### config.mk
export PLATFORM = sky130hd
export DESIGN_NAME = ovl_vscaler
export DESIGN_NICKNAME = d
export VERILOG_FILES = /design/src/rtl/ovl_vscaler_pkg.sv /design/src/rtl/ovl_vs_delay.sv /design/src/rtl/ovl_vs_repeat.sv /design/src/rtl/ovl_vs_seq.sv /design/src/rtl/ovl_vscaler.sv
export SDC_FILE = /design/constraint.sdc
export NUM_CORES = 1
export LEC_CHECK = 0
export BUFFER_PORTS_ARGS = -buffer_cell sky130_fd_sc_hd__buf_2
export CORE_ASPECT_RATIO = 2
export CORE_MARGIN = 2
export CORE_UTILIZATION = 52
export CTS_BUF_LIST = sky130_fd_sc_hd__clkbuf_16
export DETAILED_ROUTE_END_ITERATION = 12
export GPL_TIMING_DRIVEN = 0
export MAX_ROUTING_LAYER = met4
export PLACE_DENSITY = 0.76
export SLEW_MARGIN = 20
export SYNTH_ARGS = -nofsm -noshare
export SYNTH_HDL_FRONTEND = slang
export SYNTH_SLANG_ARGS = --single-unit
### constraint.sdc
create_clock -name clk -period 5.4 [get_ports clk]
set_clock_uncertainty 0.2 [all_clocks]
set_input_delay 0.81 -clock clk [delete_from_list [all_inputs] [get_ports clk]]
set_output_delay 0.81 -clock clk [all_outputs]
set_load 0.03 [all_outputs]
### src/rtl/ovl_vscaler_pkg.sv
package ovl_vscaler_pkg;
  localparam int GLYPH_LINES = 18;
  localparam int LINE_W      = $clog2(GLYPH_LINES);
  localparam int HCODE_W     = 7;
  // largest copy count: base 3 + one weight copy, doubled = 8
  localparam int REP_W       = 4;

  typedef enum logic [1:0] {
    SEQ_IDLE = 2'd0,
    SEQ_SHOW = 2'd1,
    SEQ_GAP  = 2'd2
  } seq_state_e;
endpackage

### src/rtl/ovl_vs_delay.sv
module ovl_vs_delay #(
  parameter int DELAY_W = 8
) (
  input  logic               clk,
  input  logic               rst_n,
  input  logic               frame_stb_i,
  input  logic               line_stb_i,
  input  logic [DELAY_W-1:0] vdelay_i,
  output logic               start_o
);
  localparam int CNT_W = DELAY_W + 2;

  logic             armed_q, armed_d;
  logic [CNT_W-1:0] cnt_q, cnt_d;
  logic [CNT_W-1:0] target;
  logic [CNT_W-1:0] cnt_inc;
  logic             upd_en;

  assign target  = {vdelay_i, 2'b00} + CNT_W'(1);
  assign cnt_inc = cnt_q + CNT_W'(1);
  assign start_o = armed_q & line_stb_i & ~frame_stb_i & (cnt_inc == target);
  assign upd_en  = frame_stb_i | line_stb_i;

  always_comb begin
    armed_d = armed_q;
    cnt_d   = cnt_q;
    if (frame_stb_i) begin
      armed_d = 1'b1;
      cnt_d   = '0;
    end else if (line_stb_i && armed_q) begin
      if (start_o) armed_d = 1'b0;
      else         cnt_d   = cnt_inc;
    end
  end

  always_ff @(posedge clk or negedge rst_n) begin
    if (!rst_n) begin
      armed_q <= 1'b0;
      cnt_q   <= '0;
    end else if (upd_en) begin
      armed_q <= armed_d;
      cnt_q   <= cnt_d;
    end
  end
endmodule

### src/rtl/ovl_vs_repeat.sv
module ovl_vs_repeat
  import ovl_vscaler_pkg::*;
(
  input  logic [LINE_W-1:0]  line_i,
  input  logic [HCODE_W-1:0] code_i,
  input  logic               dbl_i,
  output logic [REP_W-1:0]   need_o
);
  localparam logic [4:0] WEIGHT_CAP = 5'd17;

  logic [1:0] base_mult;
  logic [4:0] low_w;
  logic       extra;
  logic [2:0] single;

  always_comb begin
    unique case (code_i[6:5])
      2'b11:   base_mult = 2'd3;
      2'b10:   base_mult = 2'd2;
      default: base_mult = 2'd1;
    endcase
  end

  assign low_w = (code_i[4:0] > WEIGHT_CAP) ? WEIGHT_CAP : code_i[4:0];

  always_comb begin
    if (low_w == 5'd17) begin
      extra = (line_i <= LINE_W'(16));
    end else if (low_w == 5'd16) begin
      extra = (line_i >= LINE_W'(1)) && (line_i <= LINE_W'(16));
    end else begin
      extra = (low_w[0] && (line_i == LINE_W'(8)))
            | (low_w[1] && ((line_i == LINE_W'(4)) || (line_i == LINE_W'(12))))
            | (low_w[2] && (line_i[1:0] == 2'b10) && (line_i <= LINE_W'(14)))
            | (low_w[3] && line_i[0] && (line_i <= LINE_W'(15)));
    end
  end

  assign single = {1'b0, base_mult} + {2'b00, extra};
  assign need_o = dbl_i ? {single, 1'b0} : {1'b0, single};
endmodule

### src/rtl/ovl_vs_seq.sv
module ovl_vs_seq
  import ovl_vscaler_pkg::*;
#(
  parameter int ROWS    = 15,
  parameter int SPACE_W = 5,
  localparam int ROW_W  = $clog2(ROWS)
) (
  input  logic               clk,
  input  logic               rst_n,
  input  logic               frame_stb_i,
  input  logic               line_stb_i,
  input  logic               start_i,
  input  logic [SPACE_W-1:0] spacing_i,
  input  logic [ROWS-1:0]    dbl_rows_i,
  input  logic [REP_W-1:0]   need_i,
  output logic               dbl_o,
  output logic               active_o,
  output logic [ROW_W-1:0]   row_o,
  output logic [LINE_W-1:0]  line_o
);
  seq_state_e         state_q, state_d;
  logic [ROW_W-1:0]   row_q, row_d;
  logic [LINE_W-1:0]  line_q, line_d;
  logic [REP_W-1:0]   rep_q, rep_d;
  logic [SPACE_W-1:0] gap_q, gap_d;
  logic [REP_W-1:0]   rep_inc;
  logic [SPACE_W-1:0] gap_inc;
  logic               last_row;
  logic               advance;
  logic               upd_en;

  assign rep_inc  = rep_q + REP_W'(1);
  assign gap_inc  = gap_q + SPACE_W'(1);
  assign last_row = (row_q == ROW_W'(ROWS - 1));
  assign upd_en   = frame_stb_i | line_stb_i;

  always_comb begin
    state_d = state_q;
    row_d   = row_q;
    line_d  = line_q;
    rep_d   = rep_q;
    gap_d   = gap_q;
    advance = 1'b0;
    if (frame_stb_i) begin
      state_d = SEQ_IDLE;
      row_d   = '0;
      line_d  = '0;
      rep_d   = '0;
      gap_d   = '0;
    end else if (line_stb_i) begin
      unique case (state_q)
        SEQ_IDLE: begin
          if (start_i) begin
            state_d = SEQ_SHOW;
            row_d   = '0;
            line_d  = '0;
            rep_d   = '0;
          end
        end
        SEQ_SHOW: begin
          if (rep_inc < need_i) begin
            rep_d = rep_inc;
          end else begin
            rep_d = '0;
            if (line_q != LINE_W'(GLYPH_LINES - 1)) begin
              line_d = line_q + LINE_W'(1);
            end else begin
              line_d = '0;
              if (spacing_i != '0) begin
                state_d = SEQ_GAP;
                gap_d   = '0;
              end else begin
                advance = 1'b1;
              end
            end
          end
        end
        SEQ_GAP: begin
          if (gap_inc < spacing_i) gap_d   = gap_inc;
          else                     advance = 1'b1;
        end
        default: state_d = SEQ_IDLE;
      endcase
      if (advance) begin
        line_d = '0;
        rep_d  = '0;
        gap_d  = '0;
        if (last_row) begin
          state_d = SEQ_IDLE;
          row_d   = '0;
        end else begin
          state_d = SEQ_SHOW;
          row_d   = row_q + ROW_W'(1);
        end
      end
    end
  end

  always_ff @(posedge clk or negedge rst_n) begin
    if (!rst_n) begin
      state_q <= SEQ_IDLE;
      row_q   <= '0;
      line_q  <= '0;
      rep_q   <= '0;
      gap_q   <= '0;
    end else if (upd_en) begin
      state_q <= state_d;
      row_q   <= row_d;
      line_q  <= line_d;
      rep_q   <= rep_d;
      gap_q   <= gap_d;
    end
  end

  assign dbl_o    = dbl_rows_i[row_q];
  assign active_o = (state_q == SEQ_SHOW);
  assign row_o    = row_q;
  assign line_o   = line_q;
endmodule

### src/rtl/ovl_vscaler.sv
module ovl_vscaler
  import ovl_vscaler_pkg::*;
#(
  parameter int ROWS    = 15,
  parameter int DELAY_W = 8,
  parameter int SPACE_W = 5,
  localparam int ROW_W  = $clog2(ROWS)
) (
  input  logic               clk,
  input  logic               rst_n,
  input  logic               line_stb_i,
  input  logic               frame_stb_i,
  input  logic [DELAY_W-1:0] vdelay_i,
  input  logic [HCODE_W-1:0] height_i,
  input  logic [SPACE_W-1:0] spacing_i,
  input  logic [ROWS-1:0]    dbl_rows_i,
  output logic               disp_active_o,
  output logic [ROW_W-1:0]   row_o,
  output logic [LINE_W-1:0]  line_o
);
  logic             start;
  logic             row_dbl;
  logic [REP_W-1:0] need;

  ovl_vs_delay #(.DELAY_W(DELAY_W)) u_delay (
    .clk         (clk),
    .rst_n       (rst_n),
    .frame_stb_i (frame_stb_i),
    .line_stb_i  (line_stb_i),
    .vdelay_i    (vdelay_i),
    .start_o     (start)
  );

  ovl_vs_repeat u_repeat (
    .line_i (line_o),
    .code_i (height_i),
    .dbl_i  (row_dbl),
    .need_o (need)
  );

  ovl_vs_seq #(.ROWS(ROWS), .SPACE_W(SPACE_W)) u_seq (
    .clk         (clk),
    .rst_n       (rst_n),
    .frame_stb_i (frame_stb_i),
    .line_stb_i  (line_stb_i),
    .start_i     (start),
    .spacing_i   (spacing_i),
    .dbl_rows_i  (dbl_rows_i),
    .need_i      (need),
    .dbl_o       (row_dbl),
    .active_o    (disp_active_o),
    .row_o       (row_o),
    .line_o      (line_o)
  );
endmodule

==> impl_metrics.py <==
metrics = {
    "grt": {
        "grt_usage_pct": 25.0,
        "met1_usage_pct": 22.7,
        "use_met3_pct": 3.86,
        "grt_first_pass_wirelength_um": 11500,
        "antenna_found_initial": 0,
        "grt_pass1_vias": 2692,
        "gr-usage-met2_pct": 46.4,
        "grt_max_degree": 32,
        "grt_remaining_overflow": 0,
        "busiest_layer": "met2",
    },
    "drt": {
        "routedWlPerCell_um": 15.7,
        "drtIter0Drc": 72,
        "via_per_inst": 6.19,
        "drt_wl_total_um": 6620,
        "vias": 2611,
        "drc": 0,
        "firstDrtPassIters": 4,
        "ant_nets": 0,
    },
    "power_and_ir_drop": {
        "clkPwrFrac_pct": 31.4,
        "p_comb_share_pct": 36.0,
        "switching_share_pct": 36.3,
        "power_density_mw_per_mm2": 263,
        "finalPower_uw": 845,
        "p_sw_uw": 307,
        "p_int_uw": 538,
        "ir_worst_vdd_mv": 0.235,
        "p_seq_share_pct": 32.6,
        "p_leak_uw": 0.00147,
    },
    "worst_setup_path": {
        "reg2regPathDepth": 18,
        "cp_max_fo": 10,
        "cp-end-kind": "flip-flop",
        "r2r-end": "u_seq.line_o[0]",
        "cp.required_ns": 5.35,
        "cp_slowest_cell": "dfrtp_1",
        "reg2reg_slack_ns": 0.72,
        "arrival_ns": 4.63,
        "cpPeakStageDelay_ns": 0.52,
        "crit_path_frequent_cell": "ha_1",
        "critPathKind": "flip-flop to flip-flop",
        "cp_cell_sequence": "inv_1 > ha_1 > a32o_1 > a311oi_1 > a41oi_1 > a41oi_1 > o221ai_1 > ha_1 > ha_1 > mux2i_1 > ha_1 > a21oi_1 > nor2_1 > nor3_1 > nand4_1 > nand2_2 > or2_1 > o21ai_0",
        "startpoint_type": "flip-flop",
        "r2r-start": "u_seq.line_o[0]",
    },
    "cts": {
        "cts_setup_buffers": 0,
        "hold_buffers": 0,
        "cts.path.max_buffers": 2,
        "cts_root_buf": "clkbuf_16",
        "cts.reportedPaths.clkPinSlew_ns": 0.05,
        "cts_tree": "yes",
        "numCtsBuffers": 5,
        "numClockSinks": 31,
        "cts_resized": 0,
        "clk_latency_ns": 0.28,
        "h-tree-depth": 2,
    },
    "logic_synthesis": {
        "syn_inst": 310,
        "avgSynthCellArea_um2": 8.92,
        "synth_area_mm2": 0.00277,
        "synth_fp_nets": 373,
        "synth_warnings": 0,
        "synth-seq-cells": 31,
        "synth_edf_count": 0,
        "ys_seq_area_share_pct": 28.0,
        "yosysUniqueCellTypes": 64,
        "synth_flop_cell": "dfrtp_1",
        "async_flop_share_pct": 100,
    },
    "die": {
        "pin_count": 49,
        "die_w_um": 55.6,
        "row_count": 37,
        "die_area_mm2": 0.00595,
        "initial_core_util_pct": 53.8,
        "die_h_um": 107,
        "core_area_mm2": 0.00514,
    },
    "timing": {
        "hold_violations": 0,
        "fmaxAchievable_mhz": 214,
        "fin_crit_sh_pct": 86.6,
        "fin_ws_ns": 0.722,
        "finalSetupViolCount": 0,
        "maxSlewHeadroom_pct": 45.2,
        "layout_min_cycle_time_ns": 4.68,
        "slew_violations": 0,
        "worst_slew_pin_slew_ns": 0.802,
        "totalNegativeSetupSlack_ns": 0,
        "rsz0062_at_grt": "no",
    },
    "placed_design": {
        "dp_cells": 415,
        "port_buffers": 47,
        "gp_congestion": 0.916,
        "dp_slack_ns": 0.681,
        "dp_hpwl_um": 5240,
    },
    "cells_and_area": {
        "finish.utilization_pct": 62.4,
        "final_common_cell": "buf_2",
        "instances_no_fill": 422,
        "drive_gt1_share_pct": 21.7,
        "mostFrequentLayoutCells": "51 x buf_2, 31 x dfrtp_1, 28 x inv_1",
        "nets": 427,
        "area_growth_pct": 16.0,
        "diodes": 0,
    },
    "worst_hold_path": {
        "min_from": "u_delay.cnt_q[9]",
        "min_path_type": "flip-flop to flip-flop",
        "hold_path_depth": 1,
        "min_to": "u_delay.cnt_q[9]",
    },
    "flow_run": {
        "drv_cap": 0,
    },
    "outcome": {
        "outcome": "finished clean",
    },
}
==> cells in the mapped netlist, drive strengths merged, types with 8 or more instances <==
master,n,area (um2)
nand2,22,85.1
mux2,9,101
nor2,19,71.3
nand3,14,75.1
ha,24,300
inv,28,105
dfrtp,31,776
o21ai,22,121
xnor2,8,70.1
o31ai,9,67.6
==> worst max-delay path by stage <==
stage	depth (start not counted)	slack [ns]	start	endpoint
2_1_floorplan	18	1.21	u_seq.line_o[0]	u_seq.state_q[1]
3_3_place_gp	17	0.71	height_i[1]	u_seq.line_o[2]
3_5_place_dp	17	0.68	height_i[1]	u_seq.line_o[2]
4_1_cts	18	0.72	u_seq.line_o[0]	u_seq.line_o[0]
5_1_grt	18	0.39	u_seq.line_o[0]	u_seq.line_o[0]
6_report	18	0.72	u_seq.line_o[0]	u_seq.line_o[0]
==> critical path, delay by kind of cell, from the launching register on <==
family	cells	cell delay (ns)
AOI/OAI and AO/OA	7	1.34
adders and majority gates	4	0.94
buffers and inverters	1	0.11
muxes	1	0.08
DFF	1	0.52
and+or+nand+nor	5	1.35
==> power groups by stage <==
stage | registers [uW] | clock network, uW | logic [uW]
CTS | 276 | 272 | 305
floorplan | 281 | 0 | 212
detailed placement | 279 | 0 | 303
global placement | 278 | 0 | 296
finish | 276 | 266 | 304
global route | 279 | 283 | 338
==> cell families (layout without fill, tap and decap cells) <==
| group | after synthesis | after routing | synth area share [%] |
|---|---|---|---|
| AND/OR/NAND/NOR | 106 | 106 | 21.1 |
| multiplexers | 17 | 17 | 8.32 |
| buffers and inverters | 38 | 92 | 6.15 |
| XOR/XNOR | 14 | 14 | 4.43 |
| adder cells (fa/ha/maj) | 24 | 24 | 10.9 |
| flip-flops | 31 | 31 | 28.0 |
| AO/OA/AOI/OAI | 80 | 80 | 21.1 |
==> registers in the layout, indices dropped and copies added, names as in the netlist <==
name             cells
u_delay.cnt_q       10
u_seq.gap_q          5
u_seq.line_o         5
u_seq.rep_q          4
u_seq.row_o          4
u_seq.state_q        2
u_delay.armed_q      1
==> metrics by stage <==
step | area, um2 | hold WS [ns]
after global routing | 3210 | 0.350
after CTS | 3210 | 0.302
after global placement | 3070 | 0.291
after detailed placement | 3070 | 0.290
final | 3210 | 0.308
after floorplan | 2770 | 0.268
==> area by class of cell <==
cell class / instances / area, um2
sequential: 31 / 776
timing repair buffer: 47 / 235
buffer: 10 / 65.1
inverter: 28 / 105
tap: 58 / 72.6
clock buffer: 5 / 125
multi-input combinational: 241 / 1820
clock inverter: 2 / 8.76
fill: 470 / 1930
==> per-layer routing <==
metal	vias up	routed length (um)
met5	-	0
met4	0	314
met3	24	265
met2	81	3770
met1	1251	2270
li1	1255	-
(Power assumes the default switching activity.)
